**config.mk**
```make
export PLATFORM = sky130hd
export DESIGN_NAME = pci_io_target
export DESIGN_NICKNAME = d
export VERILOG_FILES = /design/src/rtl/pci_tgt_pkg.sv /design/src/rtl/pci_tgt_decode.sv /design/src/rtl/pci_tgt_ctrl.sv /design/src/rtl/pci_io_target.sv
export SDC_FILE = /design/constraint.sdc
export NUM_CORES = 1
export LEC_CHECK = 0
export ABC_AREA = 1
export BUFFER_PORTS_ARGS = -buffer_cell sky130_fd_sc_hd__buf_2
export CAP_MARGIN = 20
export CORE_MARGIN = 4
export CORE_UTILIZATION = 44
export CTS_CLUSTER_SIZE = 8
export DETAILED_ROUTE_END_ITERATION = 7
export GPL_TIMING_DRIVEN = 0
export PLACE_DENSITY_LB_ADDON = 0.08
export SYNTH_ARGS = -nofsm -noshare
export SYNTH_HDL_FRONTEND = slang
export SYNTH_SLANG_ARGS = --single-unit
```
**constraint.sdc**
```tcl
create_clock -name clk -period 1.7 [get_ports clk]
set_input_delay 0.34 -clock clk [delete_from_list [all_inputs] [get_ports clk]]
set_output_delay 0.34 -clock clk [all_outputs]
set_load 0.03 [all_outputs]
```
**src/rtl/pci_tgt_pkg.sv**
```systemverilog
package pci_tgt_pkg;
    typedef enum logic [2:0] {
        ST_IDLE,
        ST_WDATA,
        ST_RTURN,
        ST_RDATA,
        ST_DONE
    } tgt_state_e;

    localparam logic [3:0] CMD_IO_READ  = 4'b0010;
    localparam logic [3:0] CMD_IO_WRITE = 4'b0011;
endpackage

```
**src/rtl/pci_tgt_decode.sv**
```systemverilog
module pci_tgt_decode
    import pci_tgt_pkg::*;
#(
    parameter int ADDR_W   = 16,
    parameter int WIN_BITS = 2
) (
    input  logic [ADDR_W-1:0] addr,
    input  logic [ADDR_W-1:0] base,
    input  logic [3:0]        cmd_n,
    output logic              hit_rd,
    output logic              hit_wr
);
    localparam int TOP = ADDR_W - 1;

    logic in_window;

    always_comb begin
        in_window = (addr[TOP:WIN_BITS] == base[TOP:WIN_BITS]);
        hit_rd    = in_window && (cmd_n == CMD_IO_READ);
        hit_wr    = in_window && (cmd_n == CMD_IO_WRITE);
    end
endmodule

```
**src/rtl/pci_tgt_ctrl.sv**
```systemverilog
module pci_tgt_ctrl
    import pci_tgt_pkg::*;
#(
    parameter int BUS_W  = 32,
    parameter int PORT_W = 16
) (
    input  logic              clk,
    input  logic              rst_n,
    input  logic              frame_n,
    input  logic              irdy_n,
    input  logic              hit_rd,
    input  logic              hit_wr,
    input  logic [PORT_W-1:0] wr_bus,
    input  logic [PORT_W-1:0] port_in,
    output logic [PORT_W-1:0] port_out,
    output logic [BUS_W-1:0]  ad_out,
    output logic              ad_oe,
    output logic              devsel_n,
    output logic              devsel_oe,
    output logic              trdy_n,
    output logic              trdy_oe
);
    localparam int PAD_W = BUS_W - PORT_W;

    typedef struct packed {
        tgt_state_e        state;
        logic              frame_prev;
        logic [PORT_W-1:0] wr_data;
        logic [PORT_W-1:0] rd_data;
    } regs_t;

    localparam regs_t RESET_VAL = '{
        state:      ST_IDLE,
        frame_prev: 1'b1,
        wr_data:    '0,
        rd_data:    '0
    };

    regs_t r_q, r_d;
    logic  addr_start;

    always_comb begin
        r_d            = r_q;
        r_d.frame_prev = frame_n;
        addr_start     = r_q.frame_prev && !frame_n;
        unique case (r_q.state)
            ST_IDLE: begin
                if (addr_start && hit_wr)      r_d.state = ST_WDATA;
                else if (addr_start && hit_rd) r_d.state = ST_RTURN;
            end
            ST_WDATA: begin
                if (!irdy_n) begin
                    r_d.wr_data = wr_bus;
                    r_d.state   = ST_DONE;
                end
            end
            ST_RTURN: begin
                r_d.rd_data = port_in;
                r_d.state   = ST_RDATA;
            end
            ST_RDATA: begin
                if (!irdy_n) r_d.state = ST_DONE;
            end
            ST_DONE:  r_d.state = ST_IDLE;
            default:  r_d.state = ST_IDLE;
        endcase
    end

    always_ff @(posedge clk or negedge rst_n) begin
        if (!rst_n) r_q <= RESET_VAL;
        else        r_q <= r_d;
    end

    always_comb begin
        devsel_oe = (r_q.state != ST_IDLE);
        trdy_oe   = devsel_oe;
        devsel_n  = (r_q.state == ST_DONE);
        trdy_n    = !((r_q.state == ST_WDATA) || (r_q.state == ST_RDATA));
        ad_oe     = (r_q.state == ST_RDATA);
        ad_out    = {{PAD_W{1'b0}}, r_q.rd_data};
        port_out  = r_q.wr_data;
    end
endmodule

```
**src/rtl/pci_io_target.sv**
```systemverilog
module pci_io_target #(
    parameter int BUS_W    = 32,
    parameter int ADDR_W   = 16,
    parameter int PORT_W   = 16,
    parameter int WIN_BITS = 2
) (
    input  logic              clk,
    input  logic              rst_n,
    input  logic [ADDR_W-1:0] base_addr,
    input  logic              frame_n,
    input  logic              irdy_n,
    input  logic [3:0]        cbe_n,
    input  logic [BUS_W-1:0]  ad_in,
    output logic [BUS_W-1:0]  ad_out,
    output logic              ad_oe,
    output logic              devsel_n,
    output logic              devsel_oe,
    output logic              trdy_n,
    output logic              trdy_oe,
    input  logic [PORT_W-1:0] port_in,
    output logic [PORT_W-1:0] port_out
);
    logic hit_rd, hit_wr;

    pci_tgt_decode #(
        .ADDR_W  (ADDR_W),
        .WIN_BITS(WIN_BITS)
    ) u_decode (
        .addr  (ad_in[ADDR_W-1:0]),
        .base  (base_addr),
        .cmd_n (cbe_n),
        .hit_rd(hit_rd),
        .hit_wr(hit_wr)
    );

    pci_tgt_ctrl #(
        .BUS_W (BUS_W),
        .PORT_W(PORT_W)
    ) u_ctrl (
        .clk      (clk),
        .rst_n    (rst_n),
        .frame_n  (frame_n),
        .irdy_n   (irdy_n),
        .hit_rd   (hit_rd),
        .hit_wr   (hit_wr),
        .wr_bus   (ad_in[PORT_W-1:0]),
        .port_in  (port_in),
        .port_out (port_out),
        .ad_out   (ad_out),
        .ad_oe    (ad_oe),
        .devsel_n (devsel_n),
        .devsel_oe(devsel_oe),
        .trdy_n   (trdy_n),
        .trdy_oe  (trdy_oe)
    );
endmodule

```
=== Yosys cells after proc, flatten, opt, wreduce, memory -nomap -nowiden ===
Index checks and enable logic that the tools add are counted.

* Register bits after elaboration: 36

* Equality and inequality tests: 9
* Mux-type cells: 4
* Bitwise logic cells: 1
* Reductions and logical operators: 13

{| class="wikitable"
|+ Operators by type and width
! kind !! number
|-
| 14-bit equality test || 1
|-
| 3-bit 2-to-1 mux || 3
|-
| 3-bit case mux with 3 select lines || 1
|-
| 4-bit by 2-bit equality test with 1-bit output, second input constant || 2
|-
| 3-bit by 2-bit equality test with 1-bit output, second input constant || 2
|-
| 1-bit logical AND || 5
|-
| 2-bit AND reduction || 2
|-
| 3-bit by 1-bit equality test with 1-bit output, second input constant || 1
|-
| 3-bit equality test, second input constant || 1
|-
| 3-bit logical NOT || 1
|-
| 3-bit by 1-bit inequality test with 1-bit output, second input constant || 1
|-
| 3-bit nonzero test || 1
|-
| 1-bit logical NOT || 2
|-
| 2-bit inequality test, second input constant || 1
|-
| 2-bit OR reduction || 1
|-
| 1-bit logical OR || 1
|-
| 1-bit inverter || 1
|}

=== Longest topological paths before layout ===
* Depth after elaboration: 6
* Gate-level depth with buffers: 11
* Depth with buffers taken out: 11

=== By module ===
A second synthesis with hierarchy kept.

* Cells, all modules: 298
* Area, all modules: 2167.1 µm²

{| class="wikitable"
|+ Modules (own cells, without submodules)
! module !! times used !! cells an instance !! area an instance (µm²)
|-
| pci_tgt_ctrl || 1 || 220 || 1859.3
|-
| pci_tgt_decode || 1 || 78 || 307.8
|}

=== Worst setup path after synthesis ===
OpenSTA, ideal clock, no wires.

* Path kind: register -> output
* From: register u_ctrl.r_q[33] in the netlist's numbering
* To: output devsel_n
* Arrival time: 1116 ps
* Required time: 1360 ps
* Path slack: 244 ps
* Stages on the path, launching flop included: 2
* Buffers on the path: 0
* Path through: dfrtp_1 -> nor3_1

* Word-level cells in the longest chain between the ends: 1

{| class="wikitable"
|+ RTL lines
! item !! line !! text
|-
| from (decl) || pci_tgt_ctrl.sv:39 || <nowiki>regs_t r_q, r_d;</nowiki>
|-
| from (signal assigned) || pci_tgt_ctrl.sv:71 || <nowiki>else r_q <= r_d;</nowiki>
|-
| 3-bit equality test || pci_tgt_ctrl.sv:77 || <nowiki>devsel_n = (r_q.state == ST_DONE);</nowiki>
|-
| to (decl) || pci_io_target.sv:16 || <nowiki>output logic devsel_n,</nowiki>
|}

Every way passes these cells.

=== Worst setup path in the final report ===
* From: register u_ctrl.r_q[33] in the netlist's numbering
* To: output trdy_oe

* Word-level cells in the longest chain between the ends: 1

{| class="wikitable"
|+ RTL lines
! item !! line !! text
|-
| 3-bit nonzero test || pci_tgt_ctrl.sv:75 || <nowiki>devsel_oe = (r_q.state != ST_IDLE);</nowiki>
|-
| to (decl) || pci_io_target.sv:19 || <nowiki>output logic trdy_oe,</nowiki>
|}

Every way passes these cells.

==> impl_metrics.env <==
export IMPL_drive_above_1_share_pct=52.1
export IMPL_period_needed_ps=1640
export IMPL_clockBufferDepth=2
export IMPL_report_final_setup_viol=0
export IMPL_yosys_warnings=0
export IMPL_worstPathCellList="nor2_4 -> nand2_2 -> buf_4 -> buf_2"
export IMPL_antenna_found_initial=0
export IMPL_final_hold_violation_count=0
export IMPL_wl_per_cell_microns=10.2
export IMPL_diodes=0
export IMPL_cts_tree="built"
export IMPL_startpoint_type="flip-flop"
export IMPL_r2r_start="u_ctrl.r_q[33]$_DFFE_PN0P_"
export IMPL_grt_max_degree=37
export IMPL_met3_length_microns=405
export IMPL_max_cap_violations=0
export IMPL_final_nets=421
export IMPL_h_tree_depth=2
export IMPL_die_w_microns=77.4
export IMPL_r2r_cells=4
export IMPL_dp_final_hpwl_microns=3320
export IMPL_p_per_area_nw_per_um2=1850
export IMPL_remaining_drc_errors=0
export IMPL_wl_met2_microns=2060
export IMPL_cp_end_kind="primary output"
export IMPL_utilization_pct=62.1
export IMPL_clk_latency_ps=280
export IMPL_grt_pass1_vias=1591
export IMPL_synth_seq_area_share_pct=42.5
export IMPL_worst_setup_path_type="reg2out"
export IMPL_fin_crit_sh_pct=96.4
export IMPL_reg2reg_setup_slack_ps=380
export IMPL_worstMarginPinSlew_ps=798
export IMPL_initial_core_util_pct=47.1
export IMPL_vias=1673
export IMPL_cts_root_buf="clkbuf_8"
export IMPL_die_area_sq_um=5990
export IMPL_drtPass1Iterations=3
export IMPL_io_pins=125
export IMPL_path_max_fanout=4
export IMPL_cts_setup_buffers=0
export IMPL_drtIter0Drc=39
export IMPL_ys_ff_latch=36
export IMPL_drt_met1_wl_microns=1580
export IMPL_overflow=0
export IMPL_coreArea_sq_um=4500
export IMPL_drv_slew=0
export IMPL_synth_area_sq_um=2120
export IMPL_track_usage_pct=14.0
export IMPL_viasPerCell=4.17
export IMPL_n_fill_cell=399
export IMPL_gp_congestion=0.710
export IMPL_required_ps=1360
export IMPL_area_growth_pct=31.9
export IMPL_die_h_microns=77.4
export IMPL_ant_nets=0
export IMPL_slew_headroom_pct=46.8
export IMPL_leakagePower_nw=1.68
export IMPL_port_buffers=90
export IMPL_path_clk_slew_ps=70
export IMPL_wl_microns=4070
export IMPL_num_rows=24
export IMPL_instances_no_fill=401
export IMPL_vdd_drop_max_mv=0.817
export IMPL_ys_types=25
export IMPL_cp_startpoint="u_ctrl.r_q[33]$_DFFE_PN0P_"
export IMPL_skew_ps=1.80
export IMPL_crit_path_end="trdy_oe"
export IMPL_routed_top_layer="met4"
export IMPL_hold_class="in2async"
export IMPL_max_stage_delay_ps=440
export IMPL_crit_arrival_ps=1300
export IMPL_cts_made_buffers=5
export IMPL_max_freq_mhz=610
export IMPL_syn_avg_cell_area_sq_um=8.95
export IMPL_syn_inst=237
export IMPL_cpMaxStageDelayCell="dfrtp_1"
export IMPL_dp_cells=394
export IMPL_grt_first_pass_wirelength_microns=6820
export IMPL_status="finished, final reports clean"
export IMPL_hold_slack_ps=147
export IMPL_tns_ps=0
export IMPL_r2r_end="u_ctrl.ad_out[9]$_DFFE_PN0P_"
export IMPL_cts_sinks=36
## where the power goes
group	internal, mW	leakage [nW]	total [mW]	switching [mW]
Clock	0.361	0.0503	0.642	0.281
Sequential	1.27	0.435	1.50	0.226
Combinational	1.36	1.20	3.02	1.66
Total	2.99	1.68	5.16	2.17
## kinds of logic after synthesis
logic type | count (synthesis) | share of synthesized area (%)
buf+inv | 84 | 24.6
flops | 36 | 42.5
mux | 20 | 12.0
other cells | 1 | 0.177
compound gates | 14 | 3.60
xor+xnor | 2 | 0.826
simple gates | 80 | 16.2
## critical path: cells and delay by family (launching register included)
kind,cells,cell delay [ps]
DFF,1,440
buffers and inverters,2,300
and+or+nand+nor,2,270
## synth_stat cells
| cell type | count | area [sq um] |
|---|---|---|
| a21oi_2 | 1 | 8.76 |
| and2_1 | 1 | 6.26 |
| buf_4 | 49 | 368 |
| buf_6 | 3 | 33.8 |
| conb_1 | 1 | 3.75 |
| dfrtp_1 | 35 | 876 |
| dfstp_2 | 1 | 26.3 |
| inv_1 | 29 | 109 |
| inv_2 | 3 | 11.3 |
| mux2_2 | 12 | 135 |
| mux2_4 | 8 | 120 |
| nand2_1 | 58 | 218 |
| nand2_2 | 1 | 6.26 |
| nand2_4 | 1 | 11.3 |
| nand3_1 | 2 | 10.0 |
| nand3_4 | 1 | 17.5 |
| nand3b_1 | 1 | 7.51 |
| nand4_1 | 1 | 6.26 |
| nor2_1 | 10 | 37.5 |
| nor2_2 | 3 | 18.8 |
| nor3_1 | 1 | 5.00 |
| o211ai_1 | 1 | 7.51 |
| o21ai_0 | 8 | 40.0 |
| o21ai_1 | 4 | 20.0 |
| xnor2_1 | 2 | 17.5 |
## repair_timing
action	4_1_cts	5_1_grt
endpoints found under the setup margin	1	1
gates cloned	0	0
resized for setup	1	2
hold buffers	0	0
pin swaps	0	0
## how the worst min path moves through the flow
stage	startpoint	end	slack (ps)	cells past startpoint
2_1_floorplan	rst_n	u_ctrl.ad_out[0]$_DFFE_PN0P_	40	0
5_1_grt	frame_n	u_ctrl.r_q[32]$_DFF_PN1_	160	1
3_3_place_gp	frame_n	u_ctrl.r_q[32]$_DFF_PN1_	460	1
6_report	rst_n	u_ctrl.ad_out[0]$_DFFE_PN0P_	150	1
3_5_place_dp	frame_n	u_ctrl.r_q[32]$_DFF_PN1_	460	1
4_1_cts	frame_n	u_ctrl.r_q[32]$_DFF_PN1_	160	1
## metrics by stage
step	power (mW)	setup WS [ps]	instance area, sq um
floorplan	3.88	244	2180
global placement	4.50	319	2690
detailed placement	4.55	303	2690
CTS	5.21	27.8	2790
global route	5.52	-3.22	2800
finish	5.16	61.5	2800
## cells in the final DEF, fill, tap and decap left out, types with 2 or more instances in the layout
cell,n
buf_4,49
nand2_2,2
nor2_1,10
conb_1,16
clkbuf_8,7
o21ai_1,4
buf_6,3
buf_2,90
o21ai_0,8
xnor2_1,2
nand3_1,2
mux2_4,8
inv_2,4
nand2_1,57
dfrtp_1,35
nor2_2,2
inv_1,28
mux2_2,12
## final cells by class
type / count / area (sq um) / share of cell area, %
multi-input cells: 132 / 761 / 27.2
flip-flops and latches: 36 / 902 / 32.3
plain buffers: 52 / 402 / 14.4
well taps: 52 / 65.1 / 2.33
inverters: 32 / 120 / 4.30
clock buffers: 7 / 96.3 / 3.45
repair buffers: 90 / 450 / 16.1
## state kept, by name, summed over array words and instances, names as in the netlist
register and flops:
u_ctrl.port_out 16, u_ctrl.r_q 4, u_ctrl.ad_out 16
## layer usage
layer / vias up / track usage, %
met5: - / 0
met4: 0 / 2.67
met3: 2 / 6.02
met2: 63 / 25.1
met1: 729 / 15.4
li1: 879 / -
Power figures use the tool's default switching activity.
